`config.mk`:
```
export PLATFORM = sky130hd
export DESIGN_NAME = baud_gen_resync
export DESIGN_NICKNAME = d
export VERILOG_FILES = /design/src/rtl/baud_gen_pkg.sv /design/src/rtl/bg_sync_edge.sv /design/src/rtl/bg_prescaler.sv /design/src/rtl/bg_tick_select.sv /design/src/rtl/bg_chan_counter.sv /design/src/rtl/baud_gen_resync.sv
export SDC_FILE = /design/constraint.sdc
export NUM_CORES = 1
export LEC_CHECK = 0
export BUFFER_PORTS_ARGS = -buffer_cell sky130_fd_sc_hd__buf_2
export CORE_MARGIN = 5
export CORE_UTILIZATION = 51
export CTS_BUF_LIST = sky130_fd_sc_hd__clkbuf_8
export DETAILED_ROUTE_END_ITERATION = 10
export GPL_TIMING_DRIVEN = 0
export HOLD_SLACK_MARGIN = 0.08
export PLACE_DENSITY_LB_ADDON = 0.1
export SYNTH_ARGS = -nofsm -noshare
export SYNTH_HDL_FRONTEND = slang
export SYNTH_SLANG_ARGS = --single-unit
```
`constraint.sdc`:
```
create_clock -name clk_i -period 2.55 [get_ports clk_i]
set_input_delay 0.255 -clock clk_i [delete_from_list [all_inputs] [get_ports clk_i]]
set_output_delay 0.255 -clock clk_i [all_outputs]
set_load 0.02 [all_outputs]
```
`src/rtl/baud_gen_pkg.sv`:
```
package baud_gen_pkg;

    localparam int CNT_W       = 8;
    localparam int SYNC_STAGES = 2;
    localparam int OSC_DIV     = 8;
    localparam int N_PRESC     = 3;
    localparam int N_CHAN      = 2;
    localparam int CH_TX       = 0;
    localparam int CH_RX       = 1;

    typedef logic [CNT_W-1:0] count_t;

    typedef enum logic [2:0] {
        SRC_SYS   = 3'd0,
        SRC_DIV4  = 3'd1,
        SRC_DIV12 = 3'd2,
        SRC_DIV48 = 3'd3,
        SRC_OSC8  = 3'd4,
        SRC_PIN   = 3'd5
    } tick_src_e;

    typedef struct packed {
        count_t cnt;
        logic   half;
    } chan_state_t;

    function automatic int presc_div(input int idx);
        case (idx)
            0:       return 4;
            1:       return 12;
            default: return 48;
        endcase
    endfunction

    function automatic logic at_terminal(input count_t c);
        return &c;
    endfunction

endpackage

```
`src/rtl/bg_sync_edge.sv`:
```
module bg_sync_edge #(
    parameter int STAGES  = 2,
    parameter bit FALLING = 1'b0,
    parameter bit IDLE    = 1'b0
) (
    input  logic clk_i,
    input  logic rst_i,
    input  logic din_i,
    output logic pulse_o
);

    logic [STAGES:0] sh_q;
    logic            synced;
    logic            prev;

    always_ff @(posedge clk_i) begin
        if (rst_i) begin
            sh_q <= {(STAGES+1){IDLE}};
        end else begin
            sh_q <= {sh_q[STAGES-1:0], din_i};
        end
    end

    assign synced = sh_q[STAGES-1];
    assign prev   = sh_q[STAGES];

    generate
        if (FALLING) begin : g_fall
            assign pulse_o = prev & ~synced;
        end else begin : g_rise
            assign pulse_o = synced & ~prev;
        end
    endgenerate

    // one edge on the line yields a single-cycle pulse
    a_r3_edge_single: assert property (@(posedge clk_i) disable iff (rst_i)
        pulse_o |=> !pulse_o);

endmodule

```
`src/rtl/bg_prescaler.sv`:
```
module bg_prescaler #(
    parameter int DIV = 4
) (
    input  logic clk_i,
    input  logic rst_i,
    input  logic step_i,
    output logic pulse_o
);

    localparam int             W    = (DIV > 1) ? $clog2(DIV) : 1;
    localparam logic [W-1:0]   LAST = W'(DIV - 1);

    logic [W-1:0] cnt_q;
    logic         wrap;

    assign wrap    = (cnt_q == LAST);
    assign pulse_o = step_i & wrap;

    always_ff @(posedge clk_i) begin
        if (rst_i) begin
            cnt_q <= '0;
        end else if (step_i) begin
            cnt_q <= wrap ? '0 : cnt_q + 1'b1;
        end
    end

    generate
        if (DIV > 1) begin : g_chk
            // a divided tick never repeats on the next cycle
            a_r5_presc_spaced: assert property (@(posedge clk_i) disable iff (rst_i)
                pulse_o |=> !pulse_o);
        end
    endgenerate

endmodule

```
`src/rtl/bg_tick_select.sv`:
```
module bg_tick_select
    import baud_gen_pkg::*;
(
    input  logic      clk_i,
    input  logic      rst_i,
    input  tick_src_e src_i,
    input  logic      ext_pin_i,
    input  logic      ext_osc_i,
    output logic      tick_o
);

    logic [N_PRESC-1:0] presc_pulse;
    logic               osc_edge;
    logic               osc_pulse;
    logic               pin_pulse;

    generate
        for (genvar g = 0; g < N_PRESC; g++) begin : g_presc
            bg_prescaler #(.DIV(presc_div(g))) u_div (
                .clk_i   (clk_i),
                .rst_i   (rst_i),
                .step_i  (1'b1),
                .pulse_o (presc_pulse[g])
            );
        end
    endgenerate

    bg_sync_edge #(.STAGES(SYNC_STAGES), .FALLING(1'b0), .IDLE(1'b0)) u_osc_sync (
        .clk_i   (clk_i),
        .rst_i   (rst_i),
        .din_i   (ext_osc_i),
        .pulse_o (osc_edge)
    );

    bg_prescaler #(.DIV(OSC_DIV)) u_osc_div (
        .clk_i   (clk_i),
        .rst_i   (rst_i),
        .step_i  (osc_edge),
        .pulse_o (osc_pulse)
    );

    bg_sync_edge #(.STAGES(SYNC_STAGES), .FALLING(1'b0), .IDLE(1'b0)) u_pin_sync (
        .clk_i   (clk_i),
        .rst_i   (rst_i),
        .din_i   (ext_pin_i),
        .pulse_o (pin_pulse)
    );

    always_comb begin
        case (src_i)
            SRC_SYS:   tick_o = 1'b1;
            SRC_DIV4:  tick_o = presc_pulse[0];
            SRC_DIV12: tick_o = presc_pulse[1];
            SRC_DIV48: tick_o = presc_pulse[2];
            SRC_OSC8:  tick_o = osc_pulse;
            SRC_PIN:   tick_o = pin_pulse;
            default:   tick_o = 1'b0;
        endcase
    end

endmodule

```
`src/rtl/bg_chan_counter.sv`:
```
module bg_chan_counter
    import baud_gen_pkg::*;
(
    input  logic   clk_i,
    input  logic   rst_i,
    input  logic   en_i,
    input  logic   tick_en_i,
    input  logic   force_i,
    input  count_t reload_i,
    output logic   baud_o
);

    chan_state_t st_q;
    logic        step;
    logic        baud_q;

    assign step   = en_i & tick_en_i;
    assign baud_o = baud_q;

    always_ff @(posedge clk_i) begin
        if (rst_i) begin
            st_q.cnt  <= reload_i;
            st_q.half <= 1'b0;
            baud_q    <= 1'b0;
        end else begin
            baud_q <= 1'b0;
            if (force_i) begin
                st_q.cnt  <= reload_i;
                st_q.half <= 1'b0;
            end else if (step) begin
                if (at_terminal(st_q.cnt)) begin
                    st_q.cnt  <= reload_i;
                    st_q.half <= ~st_q.half;
                    baud_q    <= st_q.half;
                end else begin
                    st_q.cnt <= st_q.cnt + 1'b1;
                end
            end
        end
    end

    // a wrap loads the reload byte
    a_r1_reload_on_wrap: assert property (@(posedge clk_i) disable iff (rst_i)
        (step && at_terminal(st_q.cnt) && !force_i) |=> (st_q.cnt == $past(reload_i)));

    // forced reload restarts the count and clears the divider
    a_r3_forced_reload: assert property (@(posedge clk_i) disable iff (rst_i)
        force_i |=> (st_q.cnt == $past(reload_i)) && !st_q.half && !baud_q);

    // no step, no force: state frozen
    a_r8_hold: assert property (@(posedge clk_i) disable iff (rst_i)
        (!en_i && !force_i) |=> $stable(st_q) && !baud_q);

    // the divider makes ticks at least two cycles apart
    a_r1_tick_spaced: assert property (@(posedge clk_i) disable iff (rst_i)
        baud_q |=> !baud_q);

endmodule

```
`src/rtl/baud_gen_resync.sv`:
```
module baud_gen_resync
    import baud_gen_pkg::*;
(
    input  logic       clk_i,
    input  logic       rst_i,
    input  logic       en_i,
    input  logic [7:0] reload_i,
    input  logic [2:0] src_sel_i,
    input  logic       ext_pin_i,
    input  logic       ext_osc_i,
    input  logic       rxd_i,
    input  logic       rx_idle_i,
    output logic       tx_tick_o,
    output logic       rx_tick_o
);

    logic              tick_en;
    logic              start_edge;
    logic              rx_force;
    logic [N_CHAN-1:0] force_vec;
    logic [N_CHAN-1:0] baud_vec;
    logic              resynced_q;

    bg_tick_select u_sel (
        .clk_i     (clk_i),
        .rst_i     (rst_i),
        .src_i     (tick_src_e'(src_sel_i)),
        .ext_pin_i (ext_pin_i),
        .ext_osc_i (ext_osc_i),
        .tick_o    (tick_en)
    );

    bg_sync_edge #(.STAGES(SYNC_STAGES), .FALLING(1'b1), .IDLE(1'b1)) u_rx_start (
        .clk_i   (clk_i),
        .rst_i   (rst_i),
        .din_i   (rxd_i),
        .pulse_o (start_edge)
    );

    assign rx_force = start_edge & rx_idle_i;

    always_comb begin
        force_vec        = '0;
        force_vec[CH_RX] = rx_force;
    end

    generate
        for (genvar c = 0; c < N_CHAN; c++) begin : g_chan
            bg_chan_counter u_cnt (
                .clk_i     (clk_i),
                .rst_i     (rst_i),
                .en_i      (en_i),
                .tick_en_i (tick_en),
                .force_i   (force_vec[c]),
                .reload_i  (count_t'(reload_i)),
                .baud_o    (baud_vec[c])
            );
        end
    endgenerate

    assign tx_tick_o = baud_vec[CH_TX];
    assign rx_tick_o = baud_vec[CH_RX];

    // tracks whether the receive channel has ever been realigned
    always_ff @(posedge clk_i) begin
        if (rst_i)         resynced_q <= 1'b0;
        else if (rx_force) resynced_q <= 1'b1;
    end

    // without a resync the two channels stay in lockstep
    a_r10_lockstep: assert property (@(posedge clk_i) disable iff (rst_i)
        !resynced_q |-> (rx_tick_o == tx_tick_o));

    // a busy receiver never triggers a resync
    a_r9_busy_ignored: assert property (@(posedge clk_i) disable iff (rst_i)
        (!rx_idle_i && !resynced_q) |=> !resynced_q);

endmodule

```
======== After elaboration in Yosys (flattened, before gate mapping) ========
Index checks and enable logic that the tools add are counted.
word-level totals
  output and inout port bits .............. 2
  bits in registers ....................... 44
  input bits .............................. 18
  word-level logic and storage cells ...... 66
operators by class
  add/subtract/negate cells ............... 6
  bitwise operators ....................... 14
  muxes and demuxes ....................... 11
  reduce and logical (&&, ||, !) cells .... 13
  eq/ne operators ......................... 9
operators by type and width
  kind                   count
  $mux W9                5
  $reduce_and A9 Y1      2
  $add A8 B1 Y8 const B  2
  $mux W8                2
  $reduce_and A8 Y1      2
  $eq A3 B3 Y1 const B   3
  $not A1 Y1             8
  $reduce_or A2 Y1       4
  $add A6 B1 Y6 const B  1
  $and A1 B1 Y1          6
  $eq A3 B2 Y1 const B   2
  $eq A6 B6 Y1 const B   1
  $pmux W1 S6            1
  $add A4 B1 Y4 const B  1
  $eq A4 B4 Y1 const B   1
  $reduce_or A4 Y1       1
  $add A3 B1 Y3 const B  1
  $eq A3 B1 Y1 const B   1
  $logic_not A3 Y1       1
  $mux W3                1
  $reduce_bool A3 Y1     1
  $reduce_or A3 Y1       1
  $add A2 B1 Y2 const B  1
  $eq A2 B2 Y1 const B   1
  other kinds (2)        3

======== Depth between registers and ports, before layout ========
Gate-level depths: netlist of run 1.
  depth in word-level cells ............... 8
  mapped depth ............................ 6
  mapped depth without buffers ............ 6

======== Cells and area by module ========
Synthesis of run 1 repeated with hierarchy kept, for this count alone.
unflattened totals
  cells, all modules ...................... 227
  area, all modules ....................... 2290.9 um2
by module, submodules not included
  module                                  area an instance (um2)  cells an instance  seq. area each (um2)  instances
  bg_chan_counter                         630.6                   63                 280.3                 2
  bg_prescaler at u_sel.g_presc[2].u_div  292.8                   31                 120.1                 1
  bg_prescaler at u_sel.g_presc[1].u_div  186.4                   19                 80.1                  1
  bg_sync_edge at u_sel.u_osc_sync ...    87.6                    7                  60.1                  2
  bg_prescaler at u_sel.u_osc_div         142.6                   13                 60.1                  1
  bg_prescaler at u_sel.g_presc[0].u_div  92.6                    9                  40.0                  1
  bg_sync_edge at u_rx_start              85.1                    7                  60.1                  1
  bg_tick_select                          45.0                    6                  0.0                   1
  baud_gen_resync                         10.0                    2                  0.0                   1

======== Worst setup path before layout of run 1 ========
Ideal clock, no wire load.
  kind .................................... flip-flop to flip-flop
  start point ............................. reg u_sel.u_osc_div.cnt_q[0]
  end point ............................... reg g_chan[0].u_cnt.st_q[1] (netlist bit), enable pin
  setup time .............................. 0.325 ns
  cell stages (with the launch flop) ...... 7
  arrival ................................. 1.755 ns
  clock period less this slack ............ 2.080 ns
  path slack .............................. 0.470 ns
  required time ........................... 2.225 ns
  path buffers ............................ 0
  cells stage by stage .................... dfxtp_1 ha_1 ha_1 or3b_1 o211ai_4 a31oi_1 inv_1
between the ends
  word-level cells in the longest chain between the ends .. 5
ends and longest elaborated chain
  what                          RTL line               RTL
  start, declared               bg_prescaler.sv:13     logic [W-1:0] cnt_q;
  start signal, assigned        bg_prescaler.sv:23     cnt_q <= wrap ? '0 : cnt_q + 1'b1;
  $eq A3 B3 Y1                  bg_prescaler.sv:16     assign wrap = (cnt_q == LAST);
  $and A1 B1 Y1                 bg_prescaler.sv:17     assign pulse_o = step_i & wrap;
  $pmux W1 S6                   bg_tick_select.sv:50   case (src_i)
  $and A1 B1 Y1                 bg_chan_counter.sv:17  assign step = en_i & tick_en_i;
  $reduce_bool A2 Y1 (no line)  -
  end, declared                 bg_chan_counter.sv:13  chan_state_t st_q;
No other way between the ends.
A chain may end at the register's enable or synchronous reset.

======== Worst setup path in the final report of run 1 ========
  start point ............................. reg u_sel.u_osc_div.cnt_q[0]
  end point ............................... reg g_chan[0].u_cnt.st_q[8] (netlist bit), enable pin
The elaborated chain is that of the path after synthesis.

==> results of run 1 <==
-- how the worst max path moves through the flow --
stage / start / endpoint / slack (ps) / cells past startpoint
2_1_floorplan: u_sel.u_osc_div.cnt_q[0] / g_chan[0].u_cnt.st_q[1] / 470 / 6
3_3_place_gp: u_sel.u_osc_div.cnt_q[0] / g_chan[0].u_cnt.st_q[8] / 180 / 6
3_5_place_dp: u_sel.u_osc_div.cnt_q[0] / g_chan[0].u_cnt.st_q[7] / 190 / 6
4_1_cts: u_sel.u_osc_div.cnt_q[0] / g_chan[0].u_cnt.st_q[8] / 160 / 6
5_1_grt: u_sel.u_osc_div.cnt_q[0] / g_chan[0].u_cnt.st_q[1] / 30 / 6
6_report: u_sel.u_osc_div.cnt_q[0] / g_chan[0].u_cnt.st_q[8] / 190 / 6
-- report_power, final --
part / switching (W) / total (W) / leakage [nW] / internal [W]
clock: 0.000217 / 0.000430 / 0.0538 / 0.000213
combinational: 0.0000983 / 0.000174 / 0.518 / 0.0000759
sequential: 0.0000378 / 0.000818 / 0.394 / 0.000781
-- per-stage QoR --
stage          util, %  hold slack (ps)
2_1_floorplan        -              359
4_1_cts           59.3              135
3_3_place_gp      57.1              393
3_5_place_dp      57.1              402
6_report          59.3              148
5_1_grt           59.3              139
-- placed cells by master (no fill, tap or decap), types with 2 or more instances in the layout --
| cell type | Yosys | layout |
|---|---|---|
| o21ai_0 | 3 | 3 |
| xor2_1 | 6 | 6 |
| a221oi_1 | 4 | 4 |
| and3b_1 | 3 | 3 |
| xnor2_1 | 8 | 8 |
| nand2b_1 | 2 | 2 |
| nor2_1 | 28 | 28 |
| nand3_1 | 10 | 10 |
| a211o_1 | 2 | 2 |
| and4_1 | 2 | 2 |
| buf_2 | 1 | 19 |
| nand2_1 | 14 | 14 |
| and3_1 | 6 | 6 |
| dfxtp_1 | 28 | 28 |
| clkbuf_1 | 5 | 5 |
| nor3b_1 | 4 | 4 |
| or2_2 | 3 | 3 |
| o211ai_1 | 2 | 2 |
| mux2i_1 | 6 | 6 |
| nor4_1 | 2 | 2 |
| nor3_1 | 5 | 5 |
| ha_1 | 7 | 7 |
| edfxtp_1 | 16 | 16 |
| clkbuf_8 | 0 | 6 |
| nand4_1 | 6 | 6 |
| inv_1 | 6 | 8 |
| a21oi_1 | 8 | 8 |
| a211oi_1 | 4 | 4 |
| o21bai_1 | 2 | 2 |
| nor2b_1 | 7 | 7 |
-- synthesized netlist by cell type, types with 2 or more instances --
library cell   n
dfxtp_1       28
nor2_1        28
edfxtp_1      16
nand2_1       14
nand3_1       10
a21oi_1        8
xnor2_1        8
ha_1           7
nor2b_1        7
and3_1         6
inv_1          6
mux2i_1        6
nand4_1        6
xor2_1         6
clkbuf_1       5
nor3_1         5
a211oi_1       4
a221oi_1       4
nor3b_1        4
and3b_1        3
o21ai_0        3
or2_2          3
a211o_1        2
and4_1         2
nand2b_1       2
nor4_1         2
o211ai_1       2
o21bai_1       2
-- final cells by class --
class                   count  area (µm²)
repair buffers             18        90.1
clock inverters             2        7.51
multi-input cells         161        1090
flip-flops and latches     44        1040
fillers                   373        1660
plain buffers               7        27.5
well taps                  50        62.6
clock buffers               6        82.6
inverters                   6        22.5
-- state kept, by name (all words and copies together), names as in the netlist --
register,cells
u_sel.u_pin_sync.sh_q,3
u_rx_start.sh_q,3
u_sel.u_osc_sync.sh_q,3
u_sel.g_presc.u_div.cnt_q,12
g_chan.u_cnt.st_q,18
g_chan.u_cnt.baud_o,2
u_sel.u_osc_div.cnt_q,3
-- worst max-delay path, delay by kind of cell (launching register included) --
family	cells	cell delay, ps
simple gates	1	400
fa+ha+maj	2	340
buf+inv	1	330
flops	1	360
compound gates	2	610
-- routing by layer --
metal  GRT usage [%]  up-vias
li1                -      844
met1            21.0      760
met3            4.35        8
met2            26.6       15
met4            5.83        0
met5               0        -
-- logic make-up after synthesis --
logic type	share of synthesized area [%]
AO/OA/AOI/OAI	12.9
multiplexers	3.27
adder cells (fa/ha/maj)	4.01
AND/OR/NAND/NOR	24.2
buffers and inverters	2.29
flip-flops	47.7
XOR/XNOR	5.62
==> reports/results.ini, run 1 <==
[run_status]
status = complete, no violations

[placed_design]
gp_congestion = 0.825
numPlacedInstances = 286
port_buffers = 18
hpwl_um = 3060
post-place-ws_ps = 187
placed_cell_area_um2 = 2330

[yosys]
synth_edf_count = 16
synth-seq-area-share_pct = 47.7
synthesis.area_um2 = 2180
synth_flop_cell = dfxtp_1
syn-num-nets = 243
avgSynthCellArea_um2 = 10.0
synth_top_cell_by_area = dfxtp_1
netlist.area_leader.share_pct = 25.7
yosys_warnings = 0
ys_ff_latch = 44
ys_types = 47
synthCells = 218
postSynth.asyncResetShare_pct = 0
yosys-top-cells-area = dfxtp_1 26%, edfxtp_1 22%, nor2_1 4.8%

[power_and_ir_drop]
power_density_nw_per_um2 = 587
power_w = 0.00142
p_leak_nw = 0.966
ir_drop_v = 0.000316

[hold_path]
holdPathEnd = u_rx_start.sh_q[0]
worstHoldPathCells = 2
hold_class = in2reg
worstHoldStart = rxd_i

[global_route]
grt_first_pass_wirelength_um = 7090
antenna_found_initial = 0
gr-total-overflow = 0
globalRouteTotalUtil_pct = 16.3
grt_max_degree = 13
grt_pass1_vias = 1570

[critical_path]
r2r-start = u_sel.u_osc_div.cnt_q[0]
crit_path_start_kind = register
cp_common_cell = ha_1
rr_worst_depth = 6
crit_fanout = 10
cp_cell_sequence = ha_1, ha_1, or3b_1, o211ai_4, a31oi_1, inv_1
cp.required_ps = 2520
crit_path_max_incr_delay_ps = 400
worst_ep_arrival_time_ps = 2330
cp_slowest_cell = or3b_1
reg2reg_to = g_chan[0].u_cnt.st_q[8]
worst-setup-path-type = reg2reg
rrSetupSlack_ps = 190
end_kind = register

[sta]
fin_crit_sh_pct = 92.7
timing.slew.headroom_pct = 55.8
layout_setup_ws_ps = 187
worst_pin_slew_ps = 660
drv_slew = 0
setup_violations = 0
fin_tns_setup_ps = 0
hold_violations = 0
fin_crit_ps = 2360
max_freq_ghz = 0.423
fin_skew_ps = 7.57
rsz0062_at_grt = no

[detailed_routing]
vias = 1627
first_pass_iters = 4
wl_met1_um = 2010
top_layer = met4
viasPerCell = 5.53
drcViolationCount = 0
dr_wl_met3_um = 111
wl_per_cell_um = 14.2
detail-route-antenna-nets = 0
drt-total-wl_um = 4180
wl_met2_um = 1990
drtIter0Drc = 67

[clocking]
cts_hold_buffers = 0
h-tree-depth = 2
clk_path_buf_depth = 2
cts_made_buffers = 5
clkSinkCount = 44
clk_pin_slew_ps = 80
cts-root-buf = clkbuf_8
cts_resized = 0
clkLatencyLatePin_ps = 290
post_cts.repair.setup_buffers = 0
cts_tree = built

[finish]
drive_above_1_share_pct = 13.1
diodes = 0
stdcell_count = 294
area_delta_synth_final_pct = 11.1
final_area_um2 = 2420
final_nets = 268

[floorplanning]
num_rows = 23
initial_utilization_pct = 53.4
dieArea_um2 = 5690
die_x_um = 75.4
die_h_um = 75.4
ios = 20
coreArea_um2 = 4090

[job]
cap_violations = 0

Note: power is estimated with default switching activity, not from simulation.
==> run 2: changes to the inputs <==
Settings changed: SYNTH_HIERARCHICAL set to 1.
==> reports/results.ini, run 2 <==
[hold_path]
worstHoldPathCells = 2  ; unchanged
hold_class = in2reg  ; unchanged
holdPathEnd = u_rx_start/sh_q[0]  ; was u_rx_start.sh_q[0]
worstHoldStart = rxd_i  ; unchanged

[sta]
setup_violations = 0  ; unchanged
hold_violations = 0  ; unchanged
fin_skew_ps = 5.80  ; was 7.57 ps
fin_crit_sh_pct = 90.4  ; was 92.7%
layout_setup_ws_ps = 245  ; was 187 ps
max_freq_ghz = 0.434  ; was 0.423 GHz
drv_slew = 0  ; unchanged
fin_crit_ps = 2300  ; was 2360 ps
holdWs_ps = 140  ; was 148 ps
rsz0062_at_grt = no  ; unchanged

[finish]
drive_above_1_share_pct = 20.0  ; was 13.1%
final_common_cell = dfxtp_1
diodes = 0  ; unchanged
multi_input_area_um2 = 1250  ; was 1090 µm²
area_delta_synth_final_pct = 12.7  ; was 11.1%
largest_reg_flops = 18  ; unchanged
mostFrequentLayoutCells = 28 x dfxtp_1, 23 x nand2_1, 20 x nor2_1  ; was 28 x nor2_1, 28 x dfxtp_1, 19 x buf_2
fillers = 374  ; was 373
largest_register = g_chan.u_cnt/st_q  ; was g_chan.u_cnt.st_q
seq_area_um2 = 1040  ; unchanged
final_nets = 289  ; was 268
largest_registers = g_chan.u_cnt/st_q (18), u_sel/g_presc.u_div/cnt_q (12)  ; was g_chan.u_cnt.st_q (18), u_sel.g_presc.u_div.cnt_q (12)
stdcell_count = 317  ; was 294

[global_route]
antenna_found_initial = 0  ; unchanged
gr-total-overflow = 0  ; unchanged
grt_first_pass_wirelength_um = 7070  ; was 7090 µm
grt_pass1_vias = 1578  ; was 1570
globalRouteTotalUtil_pct = 14.7  ; was 16.3%
grt_max_degree = 28  ; was 13

[yosys]
yosys_warnings = 6  ; was 0
synth_edf_count = 16  ; unchanged
synth_common_cells = 28 x dfxtp_1, 23 x nand2_1, 20 x nor2_1  ; was 28 x dfxtp_1, 28 x nor2_1, 16 x edfxtp_1
avgSynthCellArea_um2 = 10.1  ; was 10.0 µm²
yosysMostFrequentCell = dfxtp_1
synthCells = 227  ; was 218
netlist.area_leader.share_pct = 24.5  ; was 25.7%
yosys-top-cells-area = dfxtp_1 24%, edfxtp_1 21%, mux2i_1 3.9%  ; was dfxtp_1 26%, edfxtp_1 22%, nor2_1 4.8%
synth_flop_cell = dfxtp_1  ; unchanged
synth_top_cell_by_area = dfxtp_1  ; unchanged
synth-seq-area-share_pct = 45.4  ; was 47.7%
ys_ff_latch = 44  ; unchanged
synthesis.area_um2 = 2290  ; was 2180 µm²
ys_types = 48  ; was 47
postSynth.asyncResetShare_pct = 0  ; unchanged

[detailed_routing]
drcViolationCount = 0  ; unchanged
first_pass_iters = 4  ; unchanged
drtIter0Drc = 93  ; was 67
wl_per_cell_um = 12.9  ; was 14.2 µm
vias = 1689  ; was 1627
viasPerCell = 5.33  ; was 5.53
detail-route-antenna-nets = 0  ; unchanged
drt-total-wl_um = 4100  ; was 4180 µm

[clocking]
cts-root-buf = clkbuf_8  ; unchanged
clkSinkCount = 44  ; unchanged
clk_path_buf_depth = 2  ; unchanged
h-tree-depth = 2  ; unchanged
clkLatencyLatePin_ps = 290  ; about the same
cts_made_buffers = 5  ; unchanged
clk_pin_slew_ps = 80  ; about the same
cts_tree = built  ; unchanged

[power_and_ir_drop]
power_w = 0.00141  ; was 0.00142 W
p_leak_nw = 0.994  ; was 0.966 nW
power_density_nw_per_um2 = 546  ; was 587 nW/µm²
ir_drop_v = 0.000321  ; was 0.000316 V

[floorplanning]
dieArea_um2 = 5930  ; was 5690 µm²
coreArea_um2 = 4350  ; was 4090 µm²
ios = 20  ; unchanged
num_rows = 24  ; was 23
initial_utilization_pct = 52.6  ; was 53.4%
die_h_um = 77.0  ; was 75.4 µm
die_x_um = 77.0  ; was 75.4 µm

[critical_path]
rrSetupSlack_ps = 250  ; was 190 ps
rr_worst_depth = 10  ; was 6
end_kind = register  ; unchanged
crit_path_start_kind = register  ; unchanged
worst_ep_arrival_time_ps = 2430  ; was 2330 ps
reg2reg_to = g_chan[1].u_cnt/st_q[3]  ; was g_chan[0].u_cnt.st_q[8]
r2r-start = u_sel/g_presc[2].u_div/cnt_q[0]  ; was u_sel.u_osc_div.cnt_q[0]
crit_fanout = 10  ; unchanged
worst-setup-path-type = reg2reg  ; unchanged
cp.required_ps = 2670  ; was 2520 ps

[placed_design]
port_buffers = 19  ; was 18
gp_congestion = 0.821  ; was 0.825
post-place-ws_ps = -365  ; was 187 ps
hpwl_um = 3050  ; was 3060 µm
numPlacedInstances = 308  ; was 286

[job]
cap_violations = 0  ; unchanged

[run_status]
status = complete, no violations  ; unchanged

## run 2: worst max-delay path by stage
stage,from,endpoint,slack (ps),depth (start not counted)
2_1_floorplan,u_sel/g_presc[2].u_div/cnt_q[0],g_chan[1].u_cnt/st_q[0],140,9
3_3_place_gp,u_sel/g_presc[2].u_div/cnt_q[0],g_chan[1].u_cnt/st_q[8],-370,9
3_5_place_dp,u_sel/g_presc[2].u_div/cnt_q[0],g_chan[1].u_cnt/st_q[7],-370,7
4_1_cts,u_sel/g_presc[2].u_div/cnt_q[0],g_chan[0].u_cnt/st_q[3],190,10
5_1_grt,u_sel/g_presc[2].u_div/cnt_q[0],g_chan[1].u_cnt/st_q[8],40,10
6_report,u_sel/g_presc[2].u_div/cnt_q[0],g_chan[1].u_cnt/st_q[3],250,10
## run 2: area by class of cell
| class | instances | share of cell area, % |
|---|---|---|
| Sequential cell | 44 | 40.3 |
| Inverter | 5 | 0.873 |
| Tap cell | 52 | 2.52 |
| Timing Repair Buffer | 20 | 3.97 |
| Buffer | 3 | 0.824 |
| Clock inverter | 3 | 0.485 |
| Multi-Input combinational cell | 185 | 48.3 |
| Clock buffer | 5 | 2.67 |
## run 2: stage by stage
stage	setup TNS, ps	util (%)	cell area (µm²)
after floorplan	0	-	2330
after global placement	-7420	57.2	2490
after detailed placement	-8600	57.2	2490
after CTS	0	59.2	2580
after global routing	0	59.3	2580
final	0	59.3	2580
## run 2: repair_timing
item	CTS	global route
hold buffers	0	0
pin swaps	1	0
resized for setup	0	1
setup endpoints to repair	32	2
buffers inserted	1	0
## run 2: logic make-up (layout without fill, tap and decap cells)
| family | Yosys count | count (layout) | share of synthesized area, % |
|---|---|---|---|
| other cells | 2 | 12 | 0.328 |
| xor+xnor | 11 | 11 | 4.21 |
| fa+ha+maj | 7 | 7 | 3.82 |
| simple gates | 103 | 103 | 25.5 |
| buf+inv | 8 | 36 | 1.75 |
| flops | 44 | 44 | 45.4 |
| mux | 9 | 9 | 3.93 |
| compound gates | 43 | 43 | 15.1 |
## run 2: power breakdown
group / internal [W] / switching, W
Clock: 0.000184 / 0.000226
Combinational: 0.0000777 / 0.000102
Sequential: 0.000778 / 0.0000417
Total: 0.00104 / 0.000370
## run 2: per-layer routing
metal | GRT usage [%] | wire, µm | vias up
met2 | 23.2 | 1870 | 37
met4 | 5.67 | 54 | 0
met3 | 3.98 | 206 | 6
met1 | 19.1 | 1980 | 759
li1 | - | - | 887
met5 | 0 | 0 | -
## run 2: critical path, cell delays in order, from the launching register on
cell	delay [ps]
dfxtp_1	420
ha_1	260
and4b_4	270
nand2b_1	100
o31ai_1	60
a222oi_1	240
buf_4	220
a21oi_4	80
inv_1	290
nand3_1	120
o31ai_1	80
